$ cat config.mk
export PLATFORM = sky130hd
export DESIGN_NAME = uart_flow_gate
export DESIGN_NICKNAME = d
export VERILOG_FILES = /design/src/rtl/uart_flow_gate.sv
export SDC_FILE = /design/constraint.sdc
export NUM_CORES = 1
export LEC_CHECK = 0
export ABC_AREA = 0
export BUFFER_PORTS_ARGS = -buffer_cell sky130_fd_sc_hd__buf_4
export CAP_MARGIN = 5
export CORE_MARGIN = 1.5
export CORE_UTILIZATION = 30
export CTS_BUF_LIST = sky130_fd_sc_hd__clkbuf_8
export DETAILED_ROUTE_END_ITERATION = 8
export MAX_ROUTING_LAYER = met4
export PLACE_DENSITY_LB_ADDON = 0.1
export SLEW_MARGIN = 20
export SYNTH_ARGS = -nofsm -noshare
export SYNTH_HDL_FRONTEND = slang
export SYNTH_SLANG_ARGS = --single-unit
$ cat constraint.sdc
create_clock -name clk -period 0.89 [get_ports clk]
set_input_delay 0.178 -clock clk [delete_from_list [all_inputs] [get_ports clk]]
set_output_delay 0.178 -clock clk [all_outputs]
set_load 0.1 [all_outputs]
$ cat src/rtl/uart_flow_gate.sv
module uart_flow_gate #(
  parameter int DEPTH = 64,
  localparam int LVL_W = $clog2(DEPTH + 1)
) (
  input  logic             clk,
  input  logic             rst_n,
  input  logic             rts_auto_en,
  input  logic             cts_auto_en,
  input  logic             rts_sw_n,
  input  logic [LVL_W-1:0] halt_lvl,
  input  logic [LVL_W-1:0] resume_lvl,
  input  logic [LVL_W-1:0] rx_level,
  input  logic             cts_n,
  input  logic             tx_busy,
  input  logic             char_done,
  output logic             tx_allow,
  output logic             rts_n,
  input  logic             irq_en,
  input  logic             irq_clr,
  output logic             irq_flag
);

  logic [LVL_W-1:0] res_eff;
  logic             full_q, full_d;
  logic             rts_q, rts_prev;
  logic             cts_m, cts_s, cts_prev;
  logic             halted;
  logic             pin_chg;

  assign res_eff = (resume_lvl < halt_lvl) ? resume_lvl : halt_lvl;

  always_comb begin
    full_d = full_q;
    if (rx_level >= halt_lvl)
      full_d = 1'b1;
    else if (rx_level <= res_eff)
      full_d = 1'b0;
  end

  always_ff @(posedge clk or negedge rst_n) begin
    if (!rst_n) begin
      full_q   <= 1'b0;
      rts_q    <= 1'b1;
      rts_prev <= 1'b1;
    end else begin
      full_q   <= full_d;
      rts_q    <= rts_auto_en ? full_d : rts_sw_n;
      rts_prev <= rts_q;
    end
  end

  assign rts_n = rts_q;

  always_ff @(posedge clk or negedge rst_n) begin
    if (!rst_n) begin
      cts_m    <= 1'b1;
      cts_s    <= 1'b1;
      cts_prev <= 1'b1;
    end else begin
      cts_m    <= cts_n;
      cts_s    <= cts_m;
      cts_prev <= cts_s;
    end
  end

  always_ff @(posedge clk or negedge rst_n) begin
    if (!rst_n)
      halted <= 1'b0;
    else if (!cts_auto_en || !cts_s)
      halted <= 1'b0;
    else if (!tx_busy || char_done)
      halted <= 1'b1;
  end

  assign tx_allow = !halted;

  assign pin_chg = (rts_q != rts_prev) || (cts_s != cts_prev);

  always_ff @(posedge clk or negedge rst_n) begin
    if (!rst_n)
      irq_flag <= 1'b0;
    else if (irq_en && pin_chg)
      irq_flag <= 1'b1;
    else if (irq_clr)
      irq_flag <= 1'b0;
  end

  a_r1_halt_level: assert property (@(posedge clk) disable iff (!rst_n)
    (rts_auto_en && rx_level >= halt_lvl) |=> rts_n);

  a_r2_resume_level: assert property (@(posedge clk) disable iff (!rst_n)
    (rts_auto_en && rx_level < halt_lvl && rx_level <= resume_lvl) |=> !rts_n);

  a_r4_soft_rts: assert property (@(posedge clk) disable iff (!rst_n)
    !rts_auto_en |=> (rts_n == $past(rts_sw_n)));

  a_r5_whole_char: assert property (@(posedge clk) disable iff (!rst_n)
    (tx_allow && tx_busy && !char_done) |=> tx_allow);

  a_r6_gate_off: assert property (@(posedge clk) disable iff (!rst_n)
    !cts_auto_en |=> tx_allow);

  a_r7_sticky: assert property (@(posedge clk) disable iff (!rst_n)
    (irq_flag && !irq_clr) |=> irq_flag);

  a_r8_irq_masked: assert property (@(posedge clk) disable iff (!rst_n)
    (!irq_en && !irq_flag) |=> !irq_flag);

endmodule

# [Word-level counts from Yosys, hierarchy flattened]
# Index checks and enable logic that the tools add are counted.
[totals] out_inout_bits=3 input_bits=31 regBits=8 wordCells=31
[classes] n_mux=8 n_eq_ne=2 reduce_logical=10 order_cmp=3
[ops] operator="greater-or-equal comparator 7 bit" n=1
[ops] operator="less-or-equal comparator 7 bit" n=1
[ops] operator="less-than comparator 7 bit" n=1
[ops] operator="two-way mux 1 bit" n=7
[ops] operator="two-way mux 7 bit" n=1
[ops] operator="logical NOT 1 bit" n=4
[ops] operator="nonzero test 2 bit" n=2
[ops] operator="logical OR 1 bit" n=3
[ops] operator="inequality test 1 bit" n=2
[ops] operator="logical AND 1 bit" n=1

# [Logic depth before layout (Yosys ltp)]
# Gate-level depths: netlist of the first run.
[depth] depth_word=6 mapped_depth=13 ltp_nobuf=13

# [Least setup slack after synthesis of the first run]
# No wires, ideal clock.
[synth_path] kind="input -> register" from="input port halt_lvl[2]" to="register rts_q, in the netlist rts_n" arrival_ns=2.237 path_stages=13 path_slack_ns=-1.429 n_path_buf=0 setup_time_ns=0.082 required_time_ns=0.808 cell_sequence="inv_1 > ha_1 > nand2_1 > o21ai_1 > a21oi_1 > o21ai_4 > mux2i_1 > ha_1 > a211oi_1 > nor2_1 > nor3_1 > o211ai_1 > mux2_2"
[synth_via] elab_chain_cells=6 elab_cells_between_ends=7 cone_classes="order compare (3); mux (4)"
[synth_lines] item="start: declaration" line_no="10" text="input logic [LVL_W-1:0] halt_lvl,"
[synth_lines] item="less-than comparator 7 bit" line_no="30" text="assign res_eff = (resume_lvl < halt_lvl) ? resume_lvl : halt_lvl;"
[synth_lines] item="two-way mux 7 bit" line_no="30"
[synth_lines] item="less-or-equal comparator 7 bit" line_no="36" text="else if (rx_level <= res_eff)"
[synth_lines] item="two-way mux 1 bit" line_no="36"
[synth_lines] item="two-way mux 1 bit *" line_no="34" text="if (rx_level >= halt_lvl)"
[synth_lines] item="named net full_d" line_no="24" text="logic full_q, full_d;"
[synth_lines] item="two-way mux 1 bit *" line_no="47" text="rts_q <= rts_auto_en ? full_d : rts_sw_n;"
[synth_lines] item="end signal: assignment" line_no="47"
[synth_lines] item="end: declaration" line_no="25" text="logic rts_q, rts_prev;"
# Mark *: on every way through the listed nets, which the timed path passes. The rest lies on a longest branch.
# A chain may end at the register's enable or synchronous reset.

# [Worst setup path after layout of the first run]
# Same ends and word-level chain as after synthesis.

==> flow_summary.yaml, run 1 <==
worst_setup_path:
  r2r_cells: 4
  critPathCaptureType: "flip-flop"
  crit_chain: "buf_12, inv_12, ha_4, nand2_4, o21ai_2, a21oi_2, o21ai_4, buf_6, mux2_4, ha_4, nand3b_1, a21oi_2, nor3_1, o211ai_1, mux2_4"
  cp_data_required_time_ns: 1.06
  critPathMaxStageDelay_ns: 0.31
  cp-start-kind: "input port"
  worstPathMaxFanout: 5
  cpMaxStageDelayCell: "mux2_4"
  setup.worst_path.class: "in2reg"
  critPathArrivalTime_ns: 2.40
finish:
  layout_commonest_cell: "buf_4"
  stdcell_area_mm2: 0.00149
  fillCellCount: 237
  area_growth_pct: 90.4
  nets: 191
  layout_common_cells: "44 x buf_4, 16 x ha_1, 8 x buf_6, 7 x inv_1"
  final_cell_count_no_fill: 169
  drive_gt1_share_pct: 61.2
  diodes: 0
yosys:
  yosys.area_share.simple_pct: 5.90
  yosysTopAreaCell: "ha_1"
  ys_seq_area_share_pct: 26.3
  yosys.area.top_type_share_pct: 31.9
  ys_types: 25
  synth-seq-cells: 8
  yosys_warnings: 0
  synth.area.top_cells: "ha_1 32%, dfstp_2 17%, dfrtp_1 9.6%, mux2i_1 7.7%, inv_1 4.8%"
  synthAdderAreaFrac_pct: 31.9
  ys.flop_type: "dfstp_2"
  ys_async_sr_fraction_pct: 100
  synth_area_per_cell_um2: 10.1
  synthesis.area_um2: 785
  synth_xor_area_share_pct: 2.23
  synth_compound_gate_area_share_pct: 17.9
  syn_nets: 129
  syn_inst: 78
  synth_top_family_by_area: "adder cells"
  synth_enable_flop_cells: 0
  yosys-mux-area-fraction_pct: 11.0
cts:
  numCtsBuffers: 3
  cts_tree: "yes"
  htree_levels: 1
  cts.clk_slew.worst_paths_ns: 0.04
  clkSinkCount: 8
  clock_latency_ns: 0.23
  cts_buffer_depth: 2
  clock-root-buffer: "clkbuf_8"
detailed_routing:
  ant_nets: 0
  wl_per_cell_um: 11.9
  vias_per_cell: 4.67
  drt_iter0_drc: 5
  detail_route.first_pass.iterations: 4
  vias: 790
  routed_wirelength_um: 2010
  drc: 0
timing:
  worst_slack_ns: -1.34
  finalClockSkew_ns: 0.00301
  fmax_mhz: 449
  rsz0062_at_grt: "yes"
  tightest_slew_ns: 0.244
  hold_viol: 0
  period_share_pct: 250
  maxSlewHeadroom_pct: 83.7
  fin_setup_tns_ns: -3.42
  drv_slew: 0
  setup_viol: 7
  finalCriticalPeriod_ns: 2.23
place:
  dpl_worst_slack_ns: -1.74
  placed_cells_incl_taps: 161
  port_buffers: 33
  place_area_mm2: 0.00128
  place_hpwl_um: 1660
  gp_congestion: 0.811
floorplanning:
  initial_core_util_pct: 31.7
  io_pins: 34
  design.die.area_mm2: 0.00293
  die_h_um: 54.1
  rows: 18
  die_x_um: 54.1
  core_area_mm2: 0.00248
global_routing:
  grt_pass1_vias: 762
  antenna_found_initial: 0
  grt_use_total_pct: 15.5
  grt-ovfl-total: 0
  grt_max_degree: 9
  grt_pass1_wl_um: 3190
run_status:
  status: "finished, violations left"
  violations: "negative setup slack"
pwr:
  ir_drop_v: 0.00113
  leakagePower_uw: 0.000750
  power_uw: 1800
  power_density_mw_per_mm2: 1210
job:
  maxCapViolations: 0
min_path:
  whs_path_depth: 1
  min_path_type: "in2reg"
==> layout make-up <==
class                   instances  area, um^2  area share, %
multi-input cells              60         633           42.4
repair buffers                 57         510           34.2
flip-flops and latches          8         211           14.2
inverters                      10        56.3           3.77
clock buffers                   3        41.3           2.76
well taps                      30        37.5           2.51
clock inverters                 1        3.75          0.251
==> repair_timing <==
item,CTS,global route
buffers inserted,2,1
hold endpoints to repair,8,0
setup endpoints to repair,6,7
pin swaps,19,4
hold buffers,1,0
gates resized for setup,26,7
==> registers in the layout, indices dropped and copies added, names as in the netlist <==
| signal | flops |
|---|---|
| cts_m | 1 |
| cts_prev | 1 |
| cts_s | 1 |
| full_q | 1 |
| halted | 1 |
| irq_flag | 1 |
| rts_n | 1 |
| rts_prev | 1 |
==> power breakdown <==
group,internal [uW],switching [uW],leakage [uW]
registers,429,29.5,0.0000881
logic,480,421,0.000635
clock network,299,143,0.0000269
total,1210,594,0.000750
==> layer usage <==
metal / vias to the layer above / wire (um) / track usage (%) / share of wire [%]
met5: - / 0 / - / 0
met4: 0 / 0 / 1.25 / 0
met3: 0 / 109 / 4.17 / 5.4
met2: 25 / 1040 / 27.7 / 52
met1: 354 / 862 / 17.9 / 43
li1: 411 / - / - / -
==> cell usage after synthesis (2+ instances only) <==
master,instances
ha_1,20
a21oi_1,7
nor2_1,2
o21ai_0,5
xor2_1,2
dfrtp_1,3
a21o_1,2
nand3_1,2
mux2i_1,6
inv_1,10
dfstp_2,5
==> worst max-delay path: cells and delay by family <==
family / cells / cell delay [ns]
adders and majority gates: 2 / 0.41
buffers and inverters: 3 / 0.28
AOI/OAI and AO/OA: 5 / 0.78
muxes: 2 / 0.49
and+or+nand+nor: 3 / 0.25
==> through the flow <==
stage / hold WS, ns / util, %
floorplan: -0.118 / -
global placement: -0.00209 / 51.9
detailed placement: 0.00287 / 51.9
CTS: 0.0513 / 59.0
global route: 0.0451 / 60.3
finish: 0.0570 / 60.3
==> cell families after synthesis <==
logic type      after synthesis
flops                         8
mux                           8
simple gates                  9
xor+xnor                      2
fa+ha+maj                    20
buf+inv                      10
compound gates               21
==> path summary, 6_finish.rpt <==
check | from | end | slack, ns
worst max register to register | rts_n | irq_flag | -0.21
min in group asynchronous | rst_n | halted | 0.31
worst max-delay path | halt_lvl[2] | rts_n | -1.34
max in group asynchronous | rst_n | rts_prev | 0.37
worst min-delay path | cts_n | cts_m | 0.06
worst min register to register | cts_m | cts_s | 0.35
(Power assumes the default switching activity.)
==> inputs of run 2 (changes only) <==
CELL_PAD_IN_SITES_DETAIL_PLACEMENT = 0   (was unset)
CELL_PAD_IN_SITES_GLOBAL_PLACEMENT = 2   (was unset)
CORE_UTILIZATION = 25   (was 30)
==> run 2 against run 1 <==
The run still ends with negative setup slack left. Worst setup slack improved by 0.030 ns. Total power fell by 1.3%. Sequential share of layout area rose by 0.059 points. Via count fell by 2.7%. Final cell count rose by 7.7%. Non-clock buffer count fell by 1. Clock skew rose by 0.0080 ns. Register-to-register slack barely moved. Sequential power barely moved. Largest cell class unchanged.
==> flow_summary.yaml, run 2 (synthesized netlist as in run 1, its figures left out) <==
pwr:
  ir_drop_v: 0.000538
  power_density_mw_per_mm2: 1190
  leakagePower_uw: 0.000739
finish:
  layout.area.seq_um2: 211
  area_growth_pct: 89.6
  nets: 190
  postLayoutCoreUtil_pct: 49.1
  fillCellCount: 306
  multi_input_area_um2: 621
  layout_commonest_cell: "buf_4"
  final_cell_count_no_fill: 182
  drive_gt1_share_pct: 60.9
  diodes: 0
  layout_common_cells: "44 x buf_4, 17 x ha_1, 7 x inv_1, 7 x buf_6"
timing:
  period_share_pct: 247
  tightest_slew_ns: 0.250
  drv_slew: 0
  maxSlewHeadroom_pct: 83.3
  fmax_mhz: 455
  finalCriticalPeriod_ns: 2.20
  rsz0062_at_grt: "yes"
  fin_setup_tns_ns: -3.45
  finalClockSkew_ns: 0.0110
  hold_viol: 0
  setup_viol: 7
  worst_slack_ns: -1.31
global_routing:
  grt_max_degree: 9
  grt-ovfl-total: 0
  antenna_found_initial: 0
  grt_use_total_pct: 12.1
  grt_pass1_vias: 753
  grt_pass1_wl_um: 3090
detailed_routing:
  vias_per_cell: 4.23
  ant_nets: 0
  wl_per_cell_um: 10.2
  vias: 769
  routed_wirelength_um: 1850
  detail_route.first_pass.iterations: 4
  drc: 0
  drt_iter0_drc: 18
worst_setup_path:
  r2r_slack_ns: -0.20
  worstPathMaxFanout: 5
  r2r-end: "irq_flag"
  crit_chain: "buf_12, inv_12, ha_4, nand2_2, o21ai_2, a21oi_2, o21ai_4, buf_6, mux2i_2, ha_1, nand4_1, a21oi_2, nor3_1, o211ai_1, mux2_4"
  critPathArrivalTime_ns: 2.36
  cp-start-kind: "input port"
  critPathMaxStageDelay_ns: 0.27
  critPathTopFamily: "compound AO/OA/AOI/OAI gates"
  cp_data_required_time_ns: 1.05
  critPathCaptureType: "flip-flop"
  cpMaxStageDelayCell: "mux2_4"
  setup.worst_path.class: "in2reg"
  cp.buffers_inverters: 3
  reg2reg_from: "rts_n"
  crit_path_frequent_cell: "a21oi_2"
  r2r_cells: 4
floorplanning:
  rows: 20
  core_area_mm2: 0.00303
  die_x_um: 59.0
  initial_core_util_pct: 25.9
  die_h_um: 59.0
  io_pins: 34
  design.die.area_mm2: 0.00348
min_path:
  min_path_type: "in2reg"
  whs_path_depth: 1
  min_from: "cts_n"
  worstHoldEndpoint: "cts_m"
place:
  port_buffers: 33
  place_hpwl_um: 1590
  placed_cells_incl_taps: 173
  dpl_worst_slack_ns: -1.74
  gp_congestion: 0.708
cts:
  clock_latency_ns: 0.23
  cts_buffer_depth: 2
  numCtsBuffers: 3
  clkSinkCount: 8
  cts_tree: "yes"
  htree_levels: 1
  cts.clk_slew.worst_paths_ns: 0.05
  clock-root-buffer: "clkbuf_8"
run_status:
  status: "finished, violations left"
  violations: "negative setup slack"
job:
  maxCapViolations: 0
run 2: worst max-delay path by stage:
stage,slack (ns),from,cells after the start,to
floorplan,-1.43,halt_lvl[2],13,rts_n
detailed placement,-1.74,halt_lvl[2],15,rts_n
CTS,-1.33,halt_lvl[2],15,rts_n
finish,-1.31,halt_lvl[2],15,rts_n
global route,-1.45,halt_lvl[2],15,rts_n
global placement,-1.67,halt_lvl[2],15,rts_n
run 2: worst reg2reg max path, delay by kind of cell, from the launching register on:
kind | cells | cell delay (ns)
compound gates | 2 | 0.20
flops | 1 | 0.63
buf+inv | 1 | 0.10
xor+xnor | 1 | 0.05
run 2: metrics by stage:
step / power, uW / hold slack, ns / cell area, um^2
5_1_grt: 1900 / 0.0539 / 1490
4_1_cts: 1750 / 0.0568 / 1440
2_1_floorplan: 888 / -0.118 / 850
6_report: 1780 / 0.0626 / 1490
3_3_place_gp: 1170 / -0.00273 / 1290
3_5_place_dp: 1180 / -0.000954 / 1290
run 2: report_power, final:
| group | leakage, uW | total [uW] | internal (uW) | switching (uW) |
|---|---|---|---|---|
| clock network | 0.0000269 | 449 | 299 | 150 |
| registers | 0.0000881 | 458 | 429 | 29.8 |
| logic | 0.000624 | 870 | 464 | 406 |
run 2: timing repair:
| action | 4_1_cts | 5_1_grt |
|---|---|---|
| resized for setup | 19 | 10 |
| hold buffers | 1 | 0 |
| cloned | 0 | 0 |
| endpoints found under the setup margin | 6 | 7 |
| pin swaps | 12 | 3 |
| setup buffers | 3 | 1 |
| endpoints found under the hold margin | 8 | 0 |
run 2: layout make-up:
cell class / instances / share of cell area, %
clock buffer: 3 / 2.78
clock inverter: 1 / 0.252
inverter: 10 / 3.78
multi-input combinational: 60 / 41.7
sequential: 8 / 14.2
tap: 44 / 3.70
timing repair buffer: 56 / 33.6
run 2: routing by layer:
layer	routed length [um]	share of wire [%]	global-route usage [%]
met1	845	46	15.6
met2	898	49	19.0
met3	105	5.7	3.71
met4	0	0	1.95
met5	0	0	-
==> inputs of run 3 (changes only) <==
BUFFER_PORTS_ARGS = unset   (was -buffer_cell sky130_fd_sc_hd__buf_4)
CELL_PAD_IN_SITES_DETAIL_PLACEMENT = 1   (was 0)
CELL_PAD_IN_SITES_GLOBAL_PLACEMENT = 1   (was 2)
CORE_UTILIZATION = 30   (was 25)
DONT_BUFFER_PORTS = 1   (was unset)
==> run 3 against run 2 <==
Routed wire length rose by 7.2%. Combinational power fell by 15%. The flow still finishes with violations (negative setup slack). Largest cell class unchanged. Sequential power about the same.
==> flow_summary.yaml, run 3 (synthesized netlist as in run 1, its figures left out) <==
finish:
  diodes: 0
  layout_commonest_cell: "ha_1"
  final_cell_count_no_fill: 130
  layout_common_cells: "16 x ha_1, 8 x buf_4, 7 x inv_1, 5 x buf_6"
  nets: 152
  drive_gt1_share_pct: 46.0
  area_growth_pct: 52.2
  postLayoutCoreUtil_pct: 48.2
run_status:
  violations: "negative setup slack"
  status: "finished, violations left"
timing:
  maxSlewHeadroom_pct: 77.2
  rsz0062_at_grt: "yes"
  worst_slack_ns: -1.32
  holdWs_ns: 0.0430
  finalCriticalPeriod_ns: 2.21
  hold_viol: 0
  drv_slew: 0
  finalClockSkew_ns: 0.00308
  tightest_slew_ns: 0.341
  setup_viol: 6
  period_share_pct: 248
  fmax_mhz: 453
worst_setup_path:
  cp-start-kind: "input port"
  cpMaxStageDelayCell: "mux2_4"
  critPathCaptureType: "flip-flop"
  setup.worst_path.class: "in2reg"
  cp_data_required_time_ns: 1.05
  critPathMaxStageDelay_ns: 0.27
  crit_chain: "inv_12, ha_4, nand2_2, o21ai_2, a21oi_2, o21ai_4, buf_6, buf_6, mux2i_2, ha_1, nand4_1, a21oi_2, nor3_2, o211ai_1, mux2_4"
  worstPathMaxFanout: 4
  critPathArrivalTime_ns: 2.36
detailed_routing:
  drt_iter0_drc: 1
  vias_per_cell: 5.32
  drc: 0
  ant_nets: 0
  detail_route.first_pass.iterations: 3
  vias: 691
  routed_wirelength_um: 1980
  wl_per_cell_um: 15.2
place:
  place_hpwl_um: 1690
  dpl_worst_slack_ns: -1.75
  gp_congestion: 0.719
  placed_cells_incl_taps: 121
  port_buffers: 0
floorplanning:
  core_area_mm2: 0.00248
  design.die.area_mm2: 0.00293
  die_h_um: 54.1
  die_x_um: 54.1
  initial_core_util_pct: 31.7
  io_pins: 34
  rows: 18
pwr:
  ir_drop_v: 0.00104
  internal-power_uw: 1090
  p_sw_uw: 558
  pwr-share-clk_pct: 27.3
  power_density_mw_per_mm2: 1380
  switching_share_pct: 33.8
  leakagePower_uw: 0.000551
  comb_power_share_pct: 44.9
  power_uw: 1650
  sequentialPowerShare_pct: 27.7
cts:
  clkSinkCount: 8
  htree_levels: 1
  cts.clk_slew.worst_paths_ns: 0.04
  clock-root-buffer: "clkbuf_8"
  cts_buffer_depth: 2
  clock_latency_ns: 0.23
  cts_tree: "yes"
  numCtsBuffers: 3
job:
  maxCapViolations: 0
global_routing:
  grt_max_degree: 9
  antenna_found_initial: 0
  grt-ovfl-total: 0
  grt_pass1_wl_um: 3060
  grt_use_total_pct: 15.4
  grt_pass1_vias: 716
min_path:
  min_path_type: "in2reg"
[run 3: stage by stage]
step | TNS (ns) | area [um^2]
global placement | -3.23 | 1020
floorplan | -3.06 | 850
global route | -3.67 | 1190
finish | -3.27 | 1190
detailed placement | -3.53 | 1020
CTS | -3.32 | 1180
[run 3: power by group through the flow]
stage | sequential, uW | clock [uW] | combinational (uW)
floorplan | 566 | 0 | 322
global placement | 462 | 0 | 613
detailed placement | 468 | 0 | 630
CTS | 460 | 454 | 739
global route | 464 | 485 | 810
finish | 458 | 452 | 743
[run 3: timing repair]
| item | CTS | global route |
|---|---|---|
| hold endpoints to repair | 9 | 0 |
| endpoints found under the setup margin | 6 | 7 |
| resized for setup | 16 | 3 |
| buffers inserted | 3 | 0 |
| hold buffers | 2 | 0 |
| pin swaps | 10 | 11 |
[run 3: final timing paths]
kind	startpoint	to	slack, ns	cells past startpoint
max	halt_lvl[2]	rts_n	-1.32	15
min	irq_clr	irq_flag	0.04	1
max reg2reg	rts_n	irq_flag	-0.20	4
min reg2reg	cts_m	cts_s	0.36	0
max in group asynchronous	rst_n	rts_prev	0.31	1
min in group asynchronous	rst_n	halted	0.29	1
[run 3: per-layer routing]
metal	GRT usage [%]	up-vias	part of all wire, %
li1	-	331	-
met1	16.5	336	38
met2	26.9	22	54
met3	4.72	2	6.7
met4	5.00	0	0.96
met5	-	-	0
[run 3: layout make-up]
| cell class | instances | area (um^2) |
|---|---|---|
| inverters | 10 | 61.3 |
| well taps | 30 | 37.5 |
| clock buffers | 3 | 41.3 |
| multi-input cells | 60 | 642 |
| fillers | 285 | 1280 |
| repair buffers | 18 | 196 |
| flip-flops and latches | 8 | 211 |
| clock inverters | 1 | 3.75 |
[run 3: critical path, delay by kind of cell]
family                     cells  cell delay (ns)
adders and majority gates      2             0.51
buffers and inverters          3             0.27
AOI/OAI and AO/OA              5             0.58
and+or+nand+nor                3             0.34
muxes                          2             0.46
